`src/rtl/gmd_pkg.sv`:
```
package gmd_pkg;
  typedef enum logic [1:0] {
    MAP_SINGLE  = 2'b00,
    MAP_BCAST   = 2'b01,
    MAP_MASKED  = 2'b10,
    MAP_ILLEGAL = 2'b11
  } map_mode_e;
endpackage

```
`src/rtl/gmd_axis_sel.sv`:
```
// Per-axis selector: one select line per column (or per row) of the grid.
module gmd_axis_sel
  import gmd_pkg::*;
#(
  parameter int N  = 8,
  localparam int IW = (N > 1) ? $clog2(N) : 1
) (
  input  map_mode_e      mode,
  input  logic [IW-1:0]  idx,
  input  logic [N-1:0]   mask,
  output logic [N-1:0]   sel
);
  for (genvar i = 0; i < N; i++) begin : g_line
    always_comb begin
      unique case (mode)
        MAP_SINGLE: sel[i] = (idx == IW'(i));
        MAP_BCAST:  sel[i] = 1'b1;
        MAP_MASKED: sel[i] = mask[i];
        default:    sel[i] = 1'b0;
      endcase
    end
  end
endmodule

```
`src/rtl/gmd_enable_grid.sv`:
```
// Crossing of row and column selects: element (x,y) maps to bit y*COLS+x.
module gmd_enable_grid #(
  parameter int COLS = 8,
  parameter int ROWS = 8,
  localparam int NPE = COLS * ROWS
) (
  input  logic            fire,
  input  logic [COLS-1:0] col_sel,
  input  logic [ROWS-1:0] row_sel,
  output logic [NPE-1:0]  en
);
  for (genvar y = 0; y < ROWS; y++) begin : g_row
    for (genvar x = 0; x < COLS; x++) begin : g_col
      assign en[y*COLS + x] = fire & row_sel[y] & col_sel[x];
    end
  end
endmodule

```
`src/rtl/graph_map_decoder.sv`:
```
module graph_map_decoder
  import gmd_pkg::*;
#(
  parameter int COLS = 8,
  parameter int ROWS = 8,
  parameter int ZW   = 10,
  parameter int DW   = 144,
  localparam int XW  = (COLS > 1) ? $clog2(COLS) : 1,
  localparam int YW  = (ROWS > 1) ? $clog2(ROWS) : 1,
  localparam int NPE = COLS * ROWS
) (
  input  logic            clk,
  input  logic            rst_n,
  input  logic            load_mode,
  input  logic            req_valid,
  output logic            req_ready,
  input  logic [1:0]      req_mode,
  input  logic [XW-1:0]   req_x,
  input  logic [YW-1:0]   req_y,
  input  logic [ZW-1:0]   req_z,
  input  logic [COLS-1:0] req_col_mask,
  input  logic [ROWS-1:0] req_row_mask,
  input  logic [DW-1:0]   req_data,
  output logic [NPE-1:0]  wr_en,
  output logic [ZW-1:0]   wr_z,
  output logic [DW-1:0]   wr_data,
  output logic            map_err
);
  map_mode_e       mode;
  logic            take;
  logic            legal;
  logic [COLS-1:0] col_sel;
  logic [ROWS-1:0] row_sel;
  logic [NPE-1:0]  en_next;

  assign mode      = map_mode_e'(req_mode);
  assign req_ready = load_mode;
  assign take      = req_valid & req_ready;
  assign legal     = (mode != MAP_ILLEGAL);

  gmd_axis_sel #(.N(COLS)) u_col (
    .mode(mode), .idx(req_x), .mask(req_col_mask), .sel(col_sel)
  );
  gmd_axis_sel #(.N(ROWS)) u_row (
    .mode(mode), .idx(req_y), .mask(req_row_mask), .sel(row_sel)
  );
  gmd_enable_grid #(.COLS(COLS), .ROWS(ROWS)) u_grid (
    .fire(take & legal), .col_sel(col_sel), .row_sel(row_sel), .en(en_next)
  );

  always_ff @(posedge clk) begin
    if (!rst_n) begin
      wr_en   <= '0;
      map_err <= 1'b0;
    end else begin
      wr_en   <= en_next;
      map_err <= take & ~legal;
    end
  end

  // Address and data only move on an accepted legal request.
  always_ff @(posedge clk) begin
    if (!rst_n) begin
      wr_z    <= '0;
      wr_data <= '0;
    end else if (take && legal) begin
      wr_z    <= req_z;
      wr_data <= req_data;
    end
  end


  en_needs_req_chk: assert property (@(posedge clk) disable iff (!rst_n)
    (wr_en != '0) |-> $past(req_valid && load_mode));

  single_onehot_chk: assert property (@(posedge clk) disable iff (!rst_n)
    (req_valid && load_mode && req_mode == 2'b00) |=> ($countones(wr_en) == 1));

  bcast_full_chk: assert property (@(posedge clk) disable iff (!rst_n)
    (req_valid && load_mode && req_mode == 2'b01) |=> (&wr_en));

  mask_count_chk: assert property (@(posedge clk) disable iff (!rst_n)
    (req_valid && load_mode && req_mode == 2'b10) |=>
      ($countones(wr_en) ==
       $countones($past(req_col_mask)) * $countones($past(req_row_mask))));

  illegal_quiet_chk: assert property (@(posedge clk) disable iff (!rst_n)
    (req_valid && load_mode && req_mode == 2'b11) |=> (map_err && wr_en == '0));

  z_follow_chk: assert property (@(posedge clk) disable iff (!rst_n)
    (wr_en != '0) |-> (wr_z == $past(req_z)));
endmodule

```
`config.mk`:
```
export PLATFORM = sky130hd
export DESIGN_NAME = graph_map_decoder
export DESIGN_NICKNAME = d
export VERILOG_FILES = /design/src/rtl/gmd_pkg.sv /design/src/rtl/gmd_axis_sel.sv /design/src/rtl/gmd_enable_grid.sv /design/src/rtl/graph_map_decoder.sv
export SDC_FILE = /design/constraint.sdc
export NUM_CORES = 1
export LEC_CHECK = 0
export BUFFER_PORTS_ARGS = -buffer_cell sky130_fd_sc_hd__buf_2
export CAP_MARGIN = 5
export CORE_AREA = 2 2 156 158
export CTS_CLUSTER_DIAMETER = 150
export CTS_CLUSTER_SIZE = 16
export DETAILED_ROUTE_END_ITERATION = 8
export DIE_AREA = 0 0 158 160
export GPL_ROUTABILITY_DRIVEN = 0
export HOLD_SLACK_MARGIN = 0.06
export PLACE_DENSITY = 0.69
export SETUP_SLACK_MARGIN = 0.3
export SYNTH_ARGS = -nofsm -noshare
export SYNTH_HDL_FRONTEND = slang
export SYNTH_HIERARCHICAL = 1
export SYNTH_SLANG_ARGS = --single-unit
```
`constraint.sdc`:
```
create_clock -name clk -period 1.4 [get_ports clk]
set_input_delay 0.28 -clock clk [delete_from_list [all_inputs] [get_ports clk]]
set_output_delay 0.28 -clock clk [all_outputs]
set_load 0.03 [all_outputs]
```
Yosys cells after proc, flatten, opt, wreduce, memory -nomap -nowiden
Index checks and enable logic that the tools add are counted.
{"block": "word_totals", "regBits": 219, "wordCells": 117}
{"block": "op_classes", "eq_ne": 17, "mux": 16, "bitwise": 76, "reduce_logical": 4}
{"operator": "bitwise AND 1 bit", "count": 75}
{"operator": "case mux 1 bit (3 select lines)", "count": 16}
{"operator": "== test 3 bit (second input constant)", "count": 8}
{"operator": "== test 3 x 2 -> 1 bit (second input constant)", "count": 4}
{"operator": "== test 3 x 1 -> 1 bit (second input constant)", "count": 2}
{"operator": "logical NOT 3 bit", "count": 2}
{"operator": "== test 2 x 1 -> 1 bit (second input constant)", "count": 1}
{"operator": "== test 2 bit (second input constant)", "count": 1}
{"operator": "logical NOT 2 bit", "count": 1}
{"operator": "!= test 2 bit (second input constant)", "count": 1}
{"operator": "logical AND 1 bit", "count": 1}
{"operator": "inverter 1 bit", "count": 1}

Depth between registers and ports, before layout
{"block": "depth", "ltp_word": 4, "mapped_depth": 7}

Hierarchy
The synthesis kept the hierarchy.
{"mod": "graph_map_decoder", "n_inst": 1, "cells_per_inst": 809, "area_each_um2": 8056.5, "seq_area_each_um2": 4384.2}
{"mod": "gmd_enable_grid", "n_inst": 1, "cells_per_inst": 70, "area_each_um2": 447.9, "seq_area_each_um2": 0.0}
{"mod": "gmd_axis_sel", "n_inst": 2, "cells_per_inst": 21, "area_each_um2": 198.9, "seq_area_each_um2": 0.0}

Worst setup path after synthesis
No wires, ideal clock.
{"block": "synth_path", "kind": "input to register", "start": "input req_mode[1]", "end": "register wr_en[2]", "setup_time_ps": 115, "arrival_time_ps": 1303, "required_time_ps": 1285, "slack_ps": -18, "cell_stages": 6, "n_path_buf": 2, "cell_sequence": "buf_6 nor2b_4 buf_6 a211o_1 and3_2 and2_1"}
{"block": "synth_via", "elab_cells_between_ends": 9}
{"element": "start: declaration", "line_no": "graph_map_decoder.sv:17", "text": "input logic [1:0] req_mode,"}
{"element": "== test 2 bit, or another cell as far along", "line_no": "gmd_axis_sel.sv:15", "text": "unique case (mode)"}
{"element": "case mux 1 bit (3 select lines) *", "line_no": "gmd_axis_sel.sv:15"}
{"element": "via col_sel[2]", "line_no": "graph_map_decoder.sv:32", "text": "logic [COLS-1:0] col_sel;"}
{"element": "bitwise AND 1 bit *", "line_no": "gmd_enable_grid.sv:14", "text": "assign en[y*COLS + x] = fire & row_sel[y] & col_sel[x];"}
{"element": "via en_next[2]", "line_no": "graph_map_decoder.sv:34", "text": "logic [NPE-1:0] en_next;"}
{"element": "end signal: assignment", "line_no": "graph_map_decoder.sv:56", "text": "wr_en <= en_next;"}
{"element": "end: declaration", "line_no": "graph_map_decoder.sv:24", "text": "output logic [NPE-1:0] wr_en,"}
The timed path passes the listed nets; every way through them passes the cells marked *.
A chain may end at the register's enable or synchronous reset.

Worst setup path in the final report
{"block": "layout_path", "start": "register wr_data[18]", "end": "output wr_data[18]"}
{"element": "start: declaration", "line_no": "graph_map_decoder.sv:26", "text": "output logic [DW-1:0] wr_data,"}
{"element": "start signal: assignment", "line_no": "graph_map_decoder.sv:68", "text": "wr_data <= req_data;"}
No word-level cell between the ends.

==> metrics.txt <==
worst hold path stage count=3; core area=~24,000 µm²; FF+latch count, synth=219; synth-to-layout area growth=76.9%; minimum clock period=1280 ps; 1st-iter DRT viols=579; width of the die=158 µm; Worst Hold Class=in2reg; vias in the first global route=9,402; FILL cells=1,614; Worst Hold Margin=a little over 80 ps; initial antenna violation count=1; Place WS=-321 ps; syn_area_per_cell=9.67 µm²; fin. max-slew vios=0; routed vias/inst=4.91; post-route cell area=15,800 µm²; largest net degree at the start of global routing=47; number of placement rows=57; crit path launch type=flip-flop; Mapped Nets=1,103; final setup fails=0; Synth warnings=6; final worst-path cycle share=between 90% and 100%; TritonCTS clock tree=built; RSZ-0062 raised after global routing=yes; Post-Route WL=between 30 and 40 mm; clk_lat worst skew=approximately 470 ps; first drt pass iteration count=5; first-pass GRT wire length=48.8 mm; Starting Density=between 30% and 40%; post-route setup slack=121 ps; leakage power=7.30 nW; critical path peak fanout=2; Max-cap violations=0; data arrival time of the critical path=1000 ps; clk buf depth=3; # IOs=approximately 400; average wire per standard cell=between 15 and 20 µm; FF-to-FF path depth=4; CTS Root Cell=clkbuf_16; Residual DRC=0; Reg area=4660 µm²; final layout net count=1,725; register area share after synthesis=49.2%; power per cell area=892 nW/µm²; CP Cell Sequence=buf_6; status=completed; Netlist Area Pre-Place=8900 µm²; area of the multi-input gates=4000 µm²; TritonCTS buffer count=17; die height=160 µm; crit path kind=reg2out; area of the die=25,300 µm²; clock skew=0 ps; via count=between 9,000 and 10,000; Synth cell types=23; FMAX=between 700 and 800 MHz; cell family with most CP delay=flip-flops; Fin. Hold Viols=0; Hold Crit Start=req_data[118]; setup TNS=0 ps; worst path buffer plus inverter count=1; reg2reg end=wr_data[0]$_SDFFE_PN0P_; critical path required time=~1100 ps; largest area contributor in the netlist=dfxtp_1; Cells after Synth=921; critical path depth=1; CP max stage delay=380 ps; CP Capture Type=output pin; # port buffers=401; Slew headroom=75.7%; Slew @ Worst Pin=365 ps; Reg2Reg Setup Slack=470 ps; share of cells above drive strength 1=52.1%; Sink Count=219; CTS clk-pin slew, worst paths=around 70 ps; top cell type's share of synthesized area=49.2%; post-DP HPWL=18.2 mm; WHS Endpoint=wr_data[118]$_SDFFE_PN0P_; Placed Area=11,400 µm²; synth top area cells=dfxtp_1 49%, mux2i_1 17%, nand2_1 13%; worst-path cell with the longest stage delay=dfxtp_4; GRT Total Usage=24.1%; post-route ant nets=0; CTS H-tree lvls=1; maximum vdd ir drop=684 µV; Remaining Overflow, GRT=0; Worst R2R Start=wr_data[0]$_SDFFE_PN0P_
==> kinds of logic (layout without fill, tap and decap cells) <==
family | Yosys count | count (layout) | share of synthesized area (%)
simple gates | 459 | 459 | 24.6
buf+inv | 72 | 694 | 7.08
mux | 154 | 154 | 17.3
other cells | 0 | 1 | 0
compound gates | 17 | 17 | 1.76
flops | 219 | 219 | 49.2
==> sequential cells by signal, indices dropped and copies added (netlist names) <==
signal,flops
wr_z,10
wr_en,64
wr_data,144
map_err,1
==> routing by layer <==
metal  GRT usage [%]  up-vias  routed length (µm)
met3            5.07      136                2390
li1                -     4243                   -
met4            13.6        0                2030
met2            43.9      423               17500
met1            25.4     4372               12800
met5               0        -                   0
==> stage by stage <==
stage	util (%)	power [W]	std cells
after floorplan	-	0.00802	921
after global placement	47.8	0.00874	1627
after detailed placement	47.8	0.00877	1627
after CTS	63.4	0.0138	1812
after global routing	66.1	0.0146	1868
final	66.1	0.0141	1868
==> cell usage after synthesis (all sizes together) <==
library cell	count
nand2	309
and4b	2
clkbuf	8
and4bb	6
and3	64
nor4	2
a21oi	1
dfxtp	219
nor2b	4
nand3	1
nor2	1
nor4b	6
a211o	16
and2	64
buf	64
mux2i	154
==> report_power, final <==
group	switching (W)	internal (W)	total [W]	leakage [nW]
Combinational	0.00149	0.00152	0.00302	5.20
Clock	0.00219	0.00218	0.00437	0.214
Sequential	0.000175	0.00650	0.00668	1.88
==> worst max path at each step <==
stage | slack [ps] | from | end
2_1_floorplan | 40 | req_mode[1] | wr_en[4]$_SDFF_PN0_
3_3_place_gp | -300 | req_mode[1] | wr_en[2]$_SDFF_PN0_
3_5_place_dp | -320 | req_mode[1] | wr_en[47]$_SDFF_PN0_
4_1_cts | 110 | wr_data[18]$_SDFFE_PN0P_ | wr_data[18]
5_1_grt | 100 | wr_data[18]$_SDFFE_PN0P_ | wr_data[18]
6_report | 120 | wr_data[18]$_SDFFE_PN0P_ | wr_data[18]
==> cell type report <==
| type | count | share of cell area (%) |
|---|---|---|
| Antenna cell | 1 | 0.0159 |
| Multi-Input combinational cell | 630 | 25.4 |
| Clock buffer | 17 | 2.70 |
| Sequential cell | 219 | 29.6 |
| Clock inverter | 2 | 0.103 |
| Tap cell | 324 | 2.57 |
| Timing Repair Buffer | 675 | 39.6 |
==> cells in the final DEF, fill, tap and decap left out, types with 2 or more instances in the layout <==
master / n
nand2_1: 308
mux2i_1: 147
and3_1: 49
nor4b_1: 5
buf_6: 225
and4b_2: 2
buf_2: 180
buf_12: 17
mux2i_2: 7
buf_4: 91
and2_1: 63
nor4_1: 2
and3_4: 15
buf_16: 2
nor2b_2: 2
nor2b_4: 2
a211o_2: 3
dlygate4sd3_1: 151
and4bb_2: 6
dfxtp_2: 218
clkbuf_16: 25
a211o_1: 12
==> timing repair <==
item / in CTS / in global routing
hold endpoints to repair: 151 / 0
setup buffers: 15 / 46
hold buffers: 151 / 0
gates resized for setup: 661 / 20
setup endpoints to repair: 277 / 297
pin swaps: 0 / 3
gates cloned: 0 / 9
Power figures use the tool's default switching activity.
